`config.mk`:
```
export PLATFORM = sky130hd
export DESIGN_NAME = irq_flag_ctrl
export DESIGN_NICKNAME = d
export VERILOG_FILES = /design/src/rtl/irq_flag_ctrl.sv
export SDC_FILE = /design/constraint.sdc
export NUM_CORES = 1
export LEC_CHECK = 0
export BUFFER_PORTS_ARGS = -buffer_cell sky130_fd_sc_hd__buf_4
export CAP_MARGIN = 25
export CORE_MARGIN = 2
export CORE_UTILIZATION = 45
export CTS_CLUSTER_DIAMETER = 40
export DETAILED_ROUTE_END_ITERATION = 8
export PLACE_DENSITY = 0.86
export SLEW_MARGIN = 20
export SYNTH_ARGS = -nofsm -noshare
export SYNTH_HDL_FRONTEND = slang
export SYNTH_SLANG_ARGS = --single-unit
```
`constraint.sdc`:
```
create_clock -name clk -period 1.6 [get_ports clk]
set_input_delay 0.24 -clock clk [delete_from_list [all_inputs] [get_ports clk]]
set_output_delay 0.24 -clock clk [all_outputs]
set_load 0.01 [all_outputs]
```
`src/rtl/irq_flag_ctrl.sv`:
```
module irq_flag_ctrl #(
  parameter logic [7:0] A_ENH  = 8'hE2,
  parameter logic [7:0] A_ENL  = 8'hE3,
  parameter logic [7:0] A_REQH = 8'hE4,
  parameter logic [7:0] A_REQL = 8'hE5
) (
  input  logic       clk,
  input  logic       rst_n,
  input  logic [7:0] bus_addr,
  input  logic       bus_we,
  input  logic [7:0] bus_wdata,
  output logic [7:0] bus_rdata,
  input  logic [6:0] src_evt,
  input  logic       master_en,
  input  logic       ack,
  input  logic [2:0] ack_idx,
  output logic       irq_pending,
  output logic [2:0] irq_idx
);
  localparam int NSRC = 7;

  logic [NSRC-1:0] flag, flag_nxt, en, en_nxt, hit;
  logic            unused_wbits;

  assign unused_wbits = ^bus_wdata[3:0];

  always_comb begin
    en_nxt = en;
    if (bus_we && bus_addr == A_ENH) en_nxt[3:0] = {bus_wdata[4], bus_wdata[5], bus_wdata[6], bus_wdata[7]};
    if (bus_we && bus_addr == A_ENL) en_nxt[6:4] = {bus_wdata[5], bus_wdata[6], bus_wdata[7]};
  end

  always_comb begin
    flag_nxt = flag;
    if (bus_we && bus_addr == A_REQH) flag_nxt[3:0] = {bus_wdata[4], bus_wdata[5], bus_wdata[6], bus_wdata[7]};
    if (bus_we && bus_addr == A_REQL) flag_nxt[6:4] = {bus_wdata[5], bus_wdata[6], bus_wdata[7]};
    if (ack && ack_idx < 3'(NSRC)) flag_nxt[ack_idx] = 1'b0;
    flag_nxt = flag_nxt | src_evt;
  end

  always_ff @(posedge clk) begin
    if (!rst_n) begin
      flag <= '0;
      en   <= '0;
    end else begin
      flag <= flag_nxt;
      en   <= en_nxt;
    end
  end

  always_comb begin
    unique case (bus_addr)
      A_ENH:   bus_rdata = {en[0], en[1], en[2], en[3], 4'b0};
      A_ENL:   bus_rdata = {en[4], en[5], en[6], 5'b0};
      A_REQH:  bus_rdata = {flag[0], flag[1], flag[2], flag[3], 4'b0};
      A_REQL:  bus_rdata = {flag[4], flag[5], flag[6], 5'b0};
      default: bus_rdata = 8'h00;
    endcase
  end

  assign hit         = flag & en & {NSRC{master_en}};
  assign irq_pending = |hit;

  always_comb begin
    irq_idx = '0;
    for (int i = NSRC - 1; i >= 0; i--)
      if (hit[i]) irq_idx = 3'(i);
  end
endmodule


```
==> flow_summary.json, run 1 <==
{
  "fin_crit_sh_pct": 102,
  "max-clock-path-buffers": 2,
  "wl_per_cell_um": 14.2,
  "gr-total-overflow": 0,
  "fin_ws_ns": -0.0325,
  "pre_cts_ws_ns": 0.0392,
  "worstHoldStart": "bus_wdata[6]",
  "final_common_cell": "buf_4",
  "ys_ff_latch": 14,
  "max_freq_ghz": 0.613,
  "cts_tree": "yes",
  "clkLatencyLatePin_ns": 0.29,
  "antenna_found_initial": 0,
  "numCtsBuffers": 3,
  "crit_type": "reg -> out",
  "routed_wl_um": 2650,
  "io_buffers": 34,
  "peakVddDrop_uv": 595,
  "clkTransAtPathRegs_ns": 0.09,
  "min_period_ns": 1.63,
  "drc": 0,
  "yosysWarnings": 0,
  "diodes": 0,
  "yosysUniqueCellTypes": 34,
  "layout_common_cells": "buf_4 (37), nand2_1 (28), a21oi_1 (11), dfxtp_1 (8)",
  "clockRootBuffer": "clkbuf_4",
  "die_h_um": 49.7,
  "grt_pass1_vias": 978,
  "netlist_instances": 125,
  "syn_to_final_growth_pct": 36.0,
  "syn_area_per_cell_um2": 7.51,
  "status": "finished, violations left",
  "die_width_um": 49.7,
  "vias_per_cell": 5.58,
  "drt_iter0_drc": 22,
  "gr-usage-all-layers_pct": 21.5,
  "hold_class": "in -> reg",
  "hpwlAfterDp_um": 2050,
  "r2r_start": "flag[6]",
  "critPathCaptureType": "primary output",
  "cp.required_ns": 1.36,
  "grt_pass1_wl_um": 4150,
  "final_antenna_net_count": 0,
  "gp_congestion": 0.815,
  "netlist_area_um2": 938,
  "crit_path_start": "flag[4]",
  "yosysSeqAreaShare_pct": 29.9,
  "finalPower_mw": 0.785,
  "cp.arrival_ns": 1.39,
  "max_cap_violations": 0,
  "vias": 1043,
  "fill_cells": 182,
  "holdBufCountCts": 0,
  "rows": 16,
  "cp_max_fo": 4,
  "die_area_um2": 2470,
  "violations": "setup timing",
  "finClkSkew_ns": 0,
  "hold_viol": 0,
  "first_pass_iters": 4,
  "leakage_nw": 0.536,
  "io_pins": 43,
  "nNetsFinal": 192,
  "grt_start_max_net_pins": 22,
  "grt_setup_unrepaired": "true",
  "htree_levels": 1,
  "finalMaxSlewViolations": 0,
  "p_per_area_nw_per_um2": 615,
  "cts.sinks": 14,
  "drive_above_1_share_pct": 35.6,
  "core_area_um2": 1960,
  "finalSetupViolCount": 1,
  "initial_utilization_pct": 47.8,
  "start_kind": "flip-flop"
}
cells in the mapped netlist:
master	count	area [um^2]
a2111oi_0	1	8.76
dfxtp_1	14	280
clkbuf_1	2	7.51
or2_1	1	6.26
nor3_2	1	10.0
a21oi_1	12	60.1
nand4bb_1	1	11.3
nand2_2	1	6.26
nand2b_1	4	25.0
o41ai_1	2	17.5
a32o_1	1	10.0
buf_4	5	37.5
mux2i_1	3	30.0
a221oi_1	1	8.76
buf_2	2	10.0
and4b_2	1	11.3
nor2b_1	2	12.5
nand3_1	6	30.0
o31ai_1	5	37.5
and4bb_2	1	12.5
and3_1	1	6.26
nand4b_1	2	17.5
a22oi_1	6	45.0
buf_6	1	11.3
a22o_1	1	8.76
and2_1	1	6.26
a31oi_1	5	31.3
o22a_1	2	17.5
conb_1	1	3.75
o21ai_0	4	20.0
nand2_1	28	105
nor2_1	4	15.0
nand3b_1	1	7.51
nor3_1	2	10.0
cells by family after synthesis:
logic type             synth area share [%]
buffers and inverters                  7.07
muxes                                  3.20
other                                 0.400
AOI/OAI and AO/OA                      28.3
DFF                                    29.9
and+or+nand+nor                        31.2
layout make-up:
class	instances	area (um^2)	area share, %
clock buffers	4	36.3	2.84
multi-input cells	104	627	49.1
flip-flops and latches	14	290	22.7
well taps	27	33.8	2.65
repair buffers	38	289	22.6
final timing paths:
check,end,slack (ns),cells past startpoint
min reg2reg,en[0],0.48,2
max reg2reg,flag[6],0.92,2
max,irq_pending,-0.03,5
min,en[1],0.21,3
critical path, cell delays in order (launching register included):
cell	delay (ns)
dfxtp_4	0.37
a22o_1	0.23
a21oi_2	0.13
nand4b_1	0.11
and2_4	0.16
buf_6	0.11
sequential cells by signal (all words and copies together), names as in the netlist:
signal and cells:
flag 7, en 7
timing repair:
item                                    in CTS  in global routing
pin swaps                                    2                  1
endpoints found under the setup margin       2                  3
setup buffers                                1                  1
gates resized for setup                      7                  7
through the flow:
step / std cells / hold WS [ns] / util (%) / TNS (ns) / area, um^2
after floorplan: 128 / 0.370 / - / 0 / 950
after global placement: 181 / 0.463 / 60.5 / 0 / 1190
after detailed placement: 181 / 0.474 / 60.5 / 0 / 1190
after CTS: 186 / 0.195 / 63.7 / -0.0140 / 1250
after global routing: 187 / 0.231 / 65.1 / -0.171 / 1280
final: 187 / 0.212 / 65.1 / -0.0325 / 1280
power by group:
part / leakage (nW) / switching (mW) / internal, mW / total [mW]
sequential: 0.117 / 0.0166 / 0.362 / 0.379
combinational: 0.397 / 0.0733 / 0.0727 / 0.146
clock: 0.0210 / 0.121 / 0.139 / 0.260
total: 0.536 / 0.211 / 0.574 / 0.785
per-layer routing:
| metal | global-route usage (%) | vias to the layer above | routed length (um) | part of all wire [%] |
|---|---|---|---|---|
| li1 | - | 524 | - | - |
| met1 | 27.1 | 483 | 1140 | 43 |
| met2 | 38.4 | 34 | 1360 | 51 |
| met3 | 2.12 | 2 | 131 | 4.9 |
| met4 | 6.02 | 0 | 24 | 0.91 |
| met5 | 0 | - | 0 | 0 |
Power figures use the tool's default switching activity.
==> inputs of run 2 (changes only) <==
--- a/config.mk
+++ b/config.mk
@@ -11,6 +11,7 @@
 export CORE_UTILIZATION = 45
 export CTS_CLUSTER_DIAMETER = 40
 export DETAILED_ROUTE_END_ITERATION = 8
+export GPL_TIMING_DRIVEN = 0
 export PLACE_DENSITY = 0.86
 export SLEW_MARGIN = 20
 export SYNTH_ARGS = -nofsm -noshare
==> constraint.sdc (replaced) <==
create_clock -name clk -period 2.1 [get_ports clk]
set_input_delay 0.315 -clock clk [delete_from_list [all_inputs] [get_ports clk]]
set_output_delay 0.315 -clock clk [all_outputs]
set_load 0.01 [all_outputs]
==> flow_summary.json, run 2 (same netlist as run 1, synthesis figures left out) <==
{
  "status": "finished clean",
  "start_kind": "input pin",
  "htree_levels": 1,
  "hold_viol": 0,
  "die_h_um": 49.7,
  "peakVddDrop_uv": 323,
  "cp.required_ns": 1.78,
  "cts_tree": "yes",
  "pre_cts_ws_ns": 0.373,
  "drt_iter0_drc": 26,
  "min_period_ns": 1.74,
  "vias": 1071,
  "first_pass_iters": 4,
  "finClkSkew_ns": 0,
  "vias_per_cell": 5.58,
  "cp.arrival_ns": 1.42,
  "top_regs": "en x7, flag x7",
  "grt_pass1_vias": 987,
  "finalSetupViolCount": 0,
  "fin_crit_sh_pct": 82.8,
  "cts.sinks": 14,
  "leakage_nw": 0.544,
  "drive_above_1_share_pct": 29.7,
  "clkLatencyLatePin_ns": 0.28,
  "cpMaxStageDelayCell": "a2111oi_0",
  "fin_ws_ns": 0.360,
  "gr-usage-all-layers_pct": 21.7,
  "p_per_area_nw_per_um2": 470,
  "finalMaxSlewViolations": 0,
  "max_freq_ghz": 0.575,
  "nNetsFinal": 197,
  "layout_common_cells": "buf_4 (38), nand2_1 (28), dfxtp_1 (14), a21oi_1 (12)",
  "swShare_pct": 26.0,
  "pwr-share-clk_pct": 32.8,
  "ctsResizeCount": 0,
  "crit_type": "in -> out",
  "rows": 16,
  "internal-power_mw": 0.440,
  "clockRootBuffer": "clkbuf_4",
  "path_common_cell": "buf_4",
  "crit_family": "compound AO/OA/AOI/OAI gates",
  "io_pins": 43,
  "seqPwrFrac_pct": 48.3,
  "grt_setup_unrepaired": "false",
  "antenna_found_initial": 0,
  "clkTransAtPathRegs_ns": 0.08,
  "wl_per_cell_um": 13.4,
  "gr-total-overflow": 0,
  "diodes": 0,
  "max-clock-path-buffers": 2,
  "routed_wl_um": 2570,
  "syn_to_final_growth_pct": 35.1,
  "setup_tns_ns": 0,
  "gp_congestion": 0.831,
  "hold_class": "in -> reg",
  "grt_pass1_wl_um": 4130,
  "path_cells": "buf_4, nor2b_1, buf_2, a22oi_1, a2111oi_0, buf_4",
  "hpwlAfterDp_um": 2130,
  "die_area_um2": 2470,
  "fill_cells": 193,
  "io_buffers": 33,
  "die_width_um": 49.7,
  "core_area_um2": 1960,
  "hold_ws_ns": 0.275,
  "max_cap_violations": 0,
  "p_switching_mw": 0.155,
  "power_frac_comb_pct": 19.0,
  "path_buf_inv": 3,
  "drc": 0,
  "cp_max_fo": 7,
  "grt_start_max_net_pins": 11,
  "initial_utilization_pct": 47.8,
  "post_cts_buffers": 0,
  "max_stage_delay_ns": 0.41,
  "final_common_cell": "buf_4",
  "critPathCaptureType": "primary output",
  "holdBufCountCts": 0,
  "numCtsBuffers": 3,
  "final_antenna_net_count": 0
}
run 2: changes by cell type in the layout (fill, tap and decap cells not counted), sizes merged:
cell,delta
clkbuf,+2
buf,+3
run 2: path summary, 6_finish.rpt:
path	start	to	slack, ns	depth (start not counted)
worst max-delay path	bus_addr[1]	bus_rdata[7]	0.36	6
worst min-delay path	bus_wdata[4]	en[3]	0.28	3
worst max register to register	en[6]	en[6]	1.40	2
worst min register to register	en[0]	en[0]	0.49	2
run 2: stage by stage:
| step | utilization [%] | instances | cell area (um^2) | total power, mW |
|---|---|---|---|---|
| floorplan | - | 128 | 950 | 0.344 |
| global placement | 62.8 | 188 | 1230 | 0.401 |
| detailed placement | 62.8 | 188 | 1230 | 0.405 |
| CTS | 64.6 | 192 | 1270 | 0.596 |
| global route | 64.6 | 192 | 1270 | 0.620 |
| finish | 64.6 | 192 | 1270 | 0.595 |
run 2: area by class of cell:
class	count	area (um^2)	area share (%)
repair buffers	33	248	19.5
well taps	27	33.8	2.67
multi-input cells	104	603	47.6
plain buffers	10	66.3	5.23
clock buffers	4	36.3	2.86
flip-flops and latches	14	280	22.1
run 2: power groups by stage:
stage | clock network, mW | logic, mW | registers, mW
after floorplan | 0 | 0.0550 | 0.289
after global placement | 0 | 0.109 | 0.292
after detailed placement | 0 | 0.112 | 0.293
after CTS | 0.196 | 0.112 | 0.287
after global routing | 0.208 | 0.124 | 0.288
final | 0.195 | 0.113 | 0.287
run 2: tightest hold or removal path, cell delays in order:
cell and delay [ns]:
buf_4 0.09, nand3_1 0.05, o21ai_0 0.07
run 2: layer usage:
metal / share of wire (%) / vias up / GRT usage (%)
li1: - / 539 / -
met1: 41 / 475 / 25.2
met2: 49 / 51 / 38.4
met3: 7.4 / 6 / 2.73
met4: 2.0 / 0 / 11.1
met5: 0 / - / 0
==> inputs of run 3 (changes only) <==
--- a/config.mk
+++ b/config.mk
@@ -5,6 +5,7 @@
 export SDC_FILE = /design/constraint.sdc
 export NUM_CORES = 1
 export LEC_CHECK = 0
+export ABC_AREA = 1
 export BUFFER_PORTS_ARGS = -buffer_cell sky130_fd_sc_hd__buf_4
 export CAP_MARGIN = 25
 export CORE_MARGIN = 2
@@ -12,7 +13,7 @@
 export CTS_CLUSTER_DIAMETER = 40
 export DETAILED_ROUTE_END_ITERATION = 8
 export GPL_TIMING_DRIVEN = 0
-export PLACE_DENSITY = 0.86
+export PLACE_DENSITY = 0.84
 export SLEW_MARGIN = 20
 export SYNTH_ARGS = -nofsm -noshare
 export SYNTH_HDL_FRONTEND = slang
==> constraint.sdc (replaced) <==
create_clock -name clk -period 1.7 [get_ports clk]
set_input_delay 0.255 -clock clk [delete_from_list [all_inputs] [get_ports clk]]
set_output_delay 0.255 -clock clk [all_outputs]
set_load 0.01 [all_outputs]
==> flow_summary.json, run 3 <==
{
  "status": "finished clean",
  "netlist_instances": 164,
  "syn_to_final_growth_pct": 33.4,
  "synth_edf_count": 0,
  "grt_pass1_wl_um": 4850,
  "gr-total-overflow": 0,
  "register_area_um2": 282,
  "hold_viol": 0,
  "crit_type": "in -> out",
  "fin_crit_sh_pct": 94.4,
  "nNetsFinal": 239,
  "die_width_um": 52.4,
  "clockRootBuffer": "clkbuf_4",
  "numCtsBuffers": 3,
  "yosysWarnings": 0,
  "synthFlopType": "dfxtp_1",
  "first_pass_iters": 5,
  "routed_wl_um": 3140,
  "synth_common_cells": "nand2_1 (28), nand3_1 (28), inv_1 (27)",
  "hpwlAfterDp_um": 2420,
  "max-clock-path-buffers": 2,
  "hold_class": "in -> reg",
  "synth_area_leaders": "dfxtp_1 (27%), nand3_1 (13%), nand2_1 (10%)",
  "rows": 17,
  "min_period_ns": 1.61,
  "critPathCaptureType": "primary output",
  "grt_pass1_vias": 1156,
  "fill_cells": 220,
  "setup_tns_ns": 0,
  "leakage_nw": 0.701,
  "initial_utilization_pct": 47.6,
  "p_per_area_nw_per_um2": 504,
  "ys_ff_latch": 14,
  "peakVddDrop_uv": 345,
  "cp.arrival_ns": 1.35,
  "layout_common_cells": "buf_4 (40), nand2_1 (28), nand3_1 (28), inv_1 (27)",
  "holdBufCountCts": 0,
  "finClkSkew_ns": 0,
  "clkTransAtPathRegs_ns": 0.08,
  "drive_above_1_share_pct": 28.6,
  "io_pins": 43,
  "gr-usage-all-layers_pct": 23.9,
  "antenna_found_initial": 0,
  "core_area_um2": 2210,
  "multi_input_area_um2": 627,
  "syn_area_per_cell_um2": 6.42,
  "vias_per_cell": 5.45,
  "yosysSeqAreaShare_pct": 26.6,
  "start_kind": "input pin",
  "worstHoldStart": "src_evt[5]",
  "grt_setup_unrepaired": "false",
  "gp_congestion": 0.897,
  "cts.sinks": 14,
  "max_cap_violations": 0,
  "wl_per_cell_um": 13.4,
  "cp.required_ns": 1.44,
  "finalSetupViolCount": 0,
  "drt_iter0_drc": 58,
  "cp_max_fo": 10,
  "drc": 0,
  "async_reset_ff_share_pct": 0,
  "final_common_cell": "buf_4",
  "die_h_um": 52.4,
  "hold_ws_ns": 0.198,
  "max_freq_ghz": 0.623,
  "yosysTopAreaCellShare_pct": 26.6,
  "vias": 1276,
  "htree_levels": 1,
  "r2r_start": "flag[1]",
  "final_antenna_net_count": 0,
  "die_area_um2": 2740,
  "top_regs": "en x7, flag x7",
  "synth_area_leader_cell": "dfxtp_1",
  "crit_path_start": "bus_addr[4]",
  "io_buffers": 33,
  "yosysUniqueCellTypes": 23,
  "diodes": 0,
  "grt_start_max_net_pins": 11,
  "finalMaxSlewViolations": 0,
  "cts_tree": "yes",
  "clkLatencyLatePin_ns": 0.29,
  "netlist_area_um2": 1050
}
-- run 3: cell count changes after synthesis, moves of 4 or more --
cell,change
inv_1,+27
nand3_1,+22
nand4_1,+13
a22oi_1,-6
nor2_1,+6
a31oi_1,-5
o31ai_1,-5
nand2b_1,-4
-- run 3: cells by family after synthesis --
logic type | Yosys count | synth area share (%)
flops | 14 | 26.6
buf+inv | 38 | 15.9
compound gates | 19 | 10.3
other cells | 1 | 0.356
simple gates | 92 | 46.7
-- run 3: metrics by stage --
stage / utilization [%] / instance area [um^2] / total power, mW / setup slack, ns / std cells
floorplan: - / 1060 / 0.435 / 0.375 / 167
global placement: 60.9 / 1350 / 0.505 / 0.0928 / 228
detailed placement: 60.9 / 1350 / 0.510 / 0.0804 / 228
CTS: 61.9 / 1370 / 0.697 / 0.00870 / 231
global route: 63.5 / 1400 / 0.732 / 0.000308 / 234
finish: 63.5 / 1400 / 0.708 / 0.0949 / 234
-- run 3: worst paths after layout --
| kind | to | slack [ns] | cells past startpoint |
|---|---|---|---|
| worst max-delay path | bus_rdata[7] | 0.09 | 8 |
| worst max register to register | flag[1] | 0.91 | 4 |
| worst min-delay path | flag[5] | 0.20 | 3 |
| worst min register to register | en[5] | 0.49 | 2 |
-- run 3: area by class of cell --
cell class	instances	share of cell area, %
clock buffers	3	1.60
well taps	28	2.50
multi-input cells	115	44.7
flip-flops and latches	14	20.1
repair buffers	36	19.3
inverters	29	7.75
plain buffers	9	4.19
-- run 3: timing repair --
action                     in CTS  in global routing
setup buffers                   0                  3
setup endpoints to repair       0                  7
resized for setup               0                  4
-- run 3: metal layers --
metal | routed length (um) | vias to the layer above | GRT usage [%]
met2 | 1560 | 82 | 43.5
met4 | 103 | 0 | 10.3
met5 | 0 | - | 0
li1 | - | 624 | -
met3 | 266 | 14 | 3.14
met1 | 1210 | 556 | 27.6
-- run 3: critical path: stages --
cell,delay [ns]
buf_4,0.11
inv_1,0.04
nand2_1,0.07
nor2_4,0.22
buf_6,0.17
nand2_2,0.10
o2111ai_1,0.23
buf_4,0.16
-- run 3: where the power goes --
part | total (mW) | switching (mW) | internal (mW)
clock network | 0.195 | 0.113 | 0.0824
registers | 0.349 | 0.00884 | 0.341
logic | 0.163 | 0.0918 | 0.0714
total | 0.708 | 0.213 | 0.494
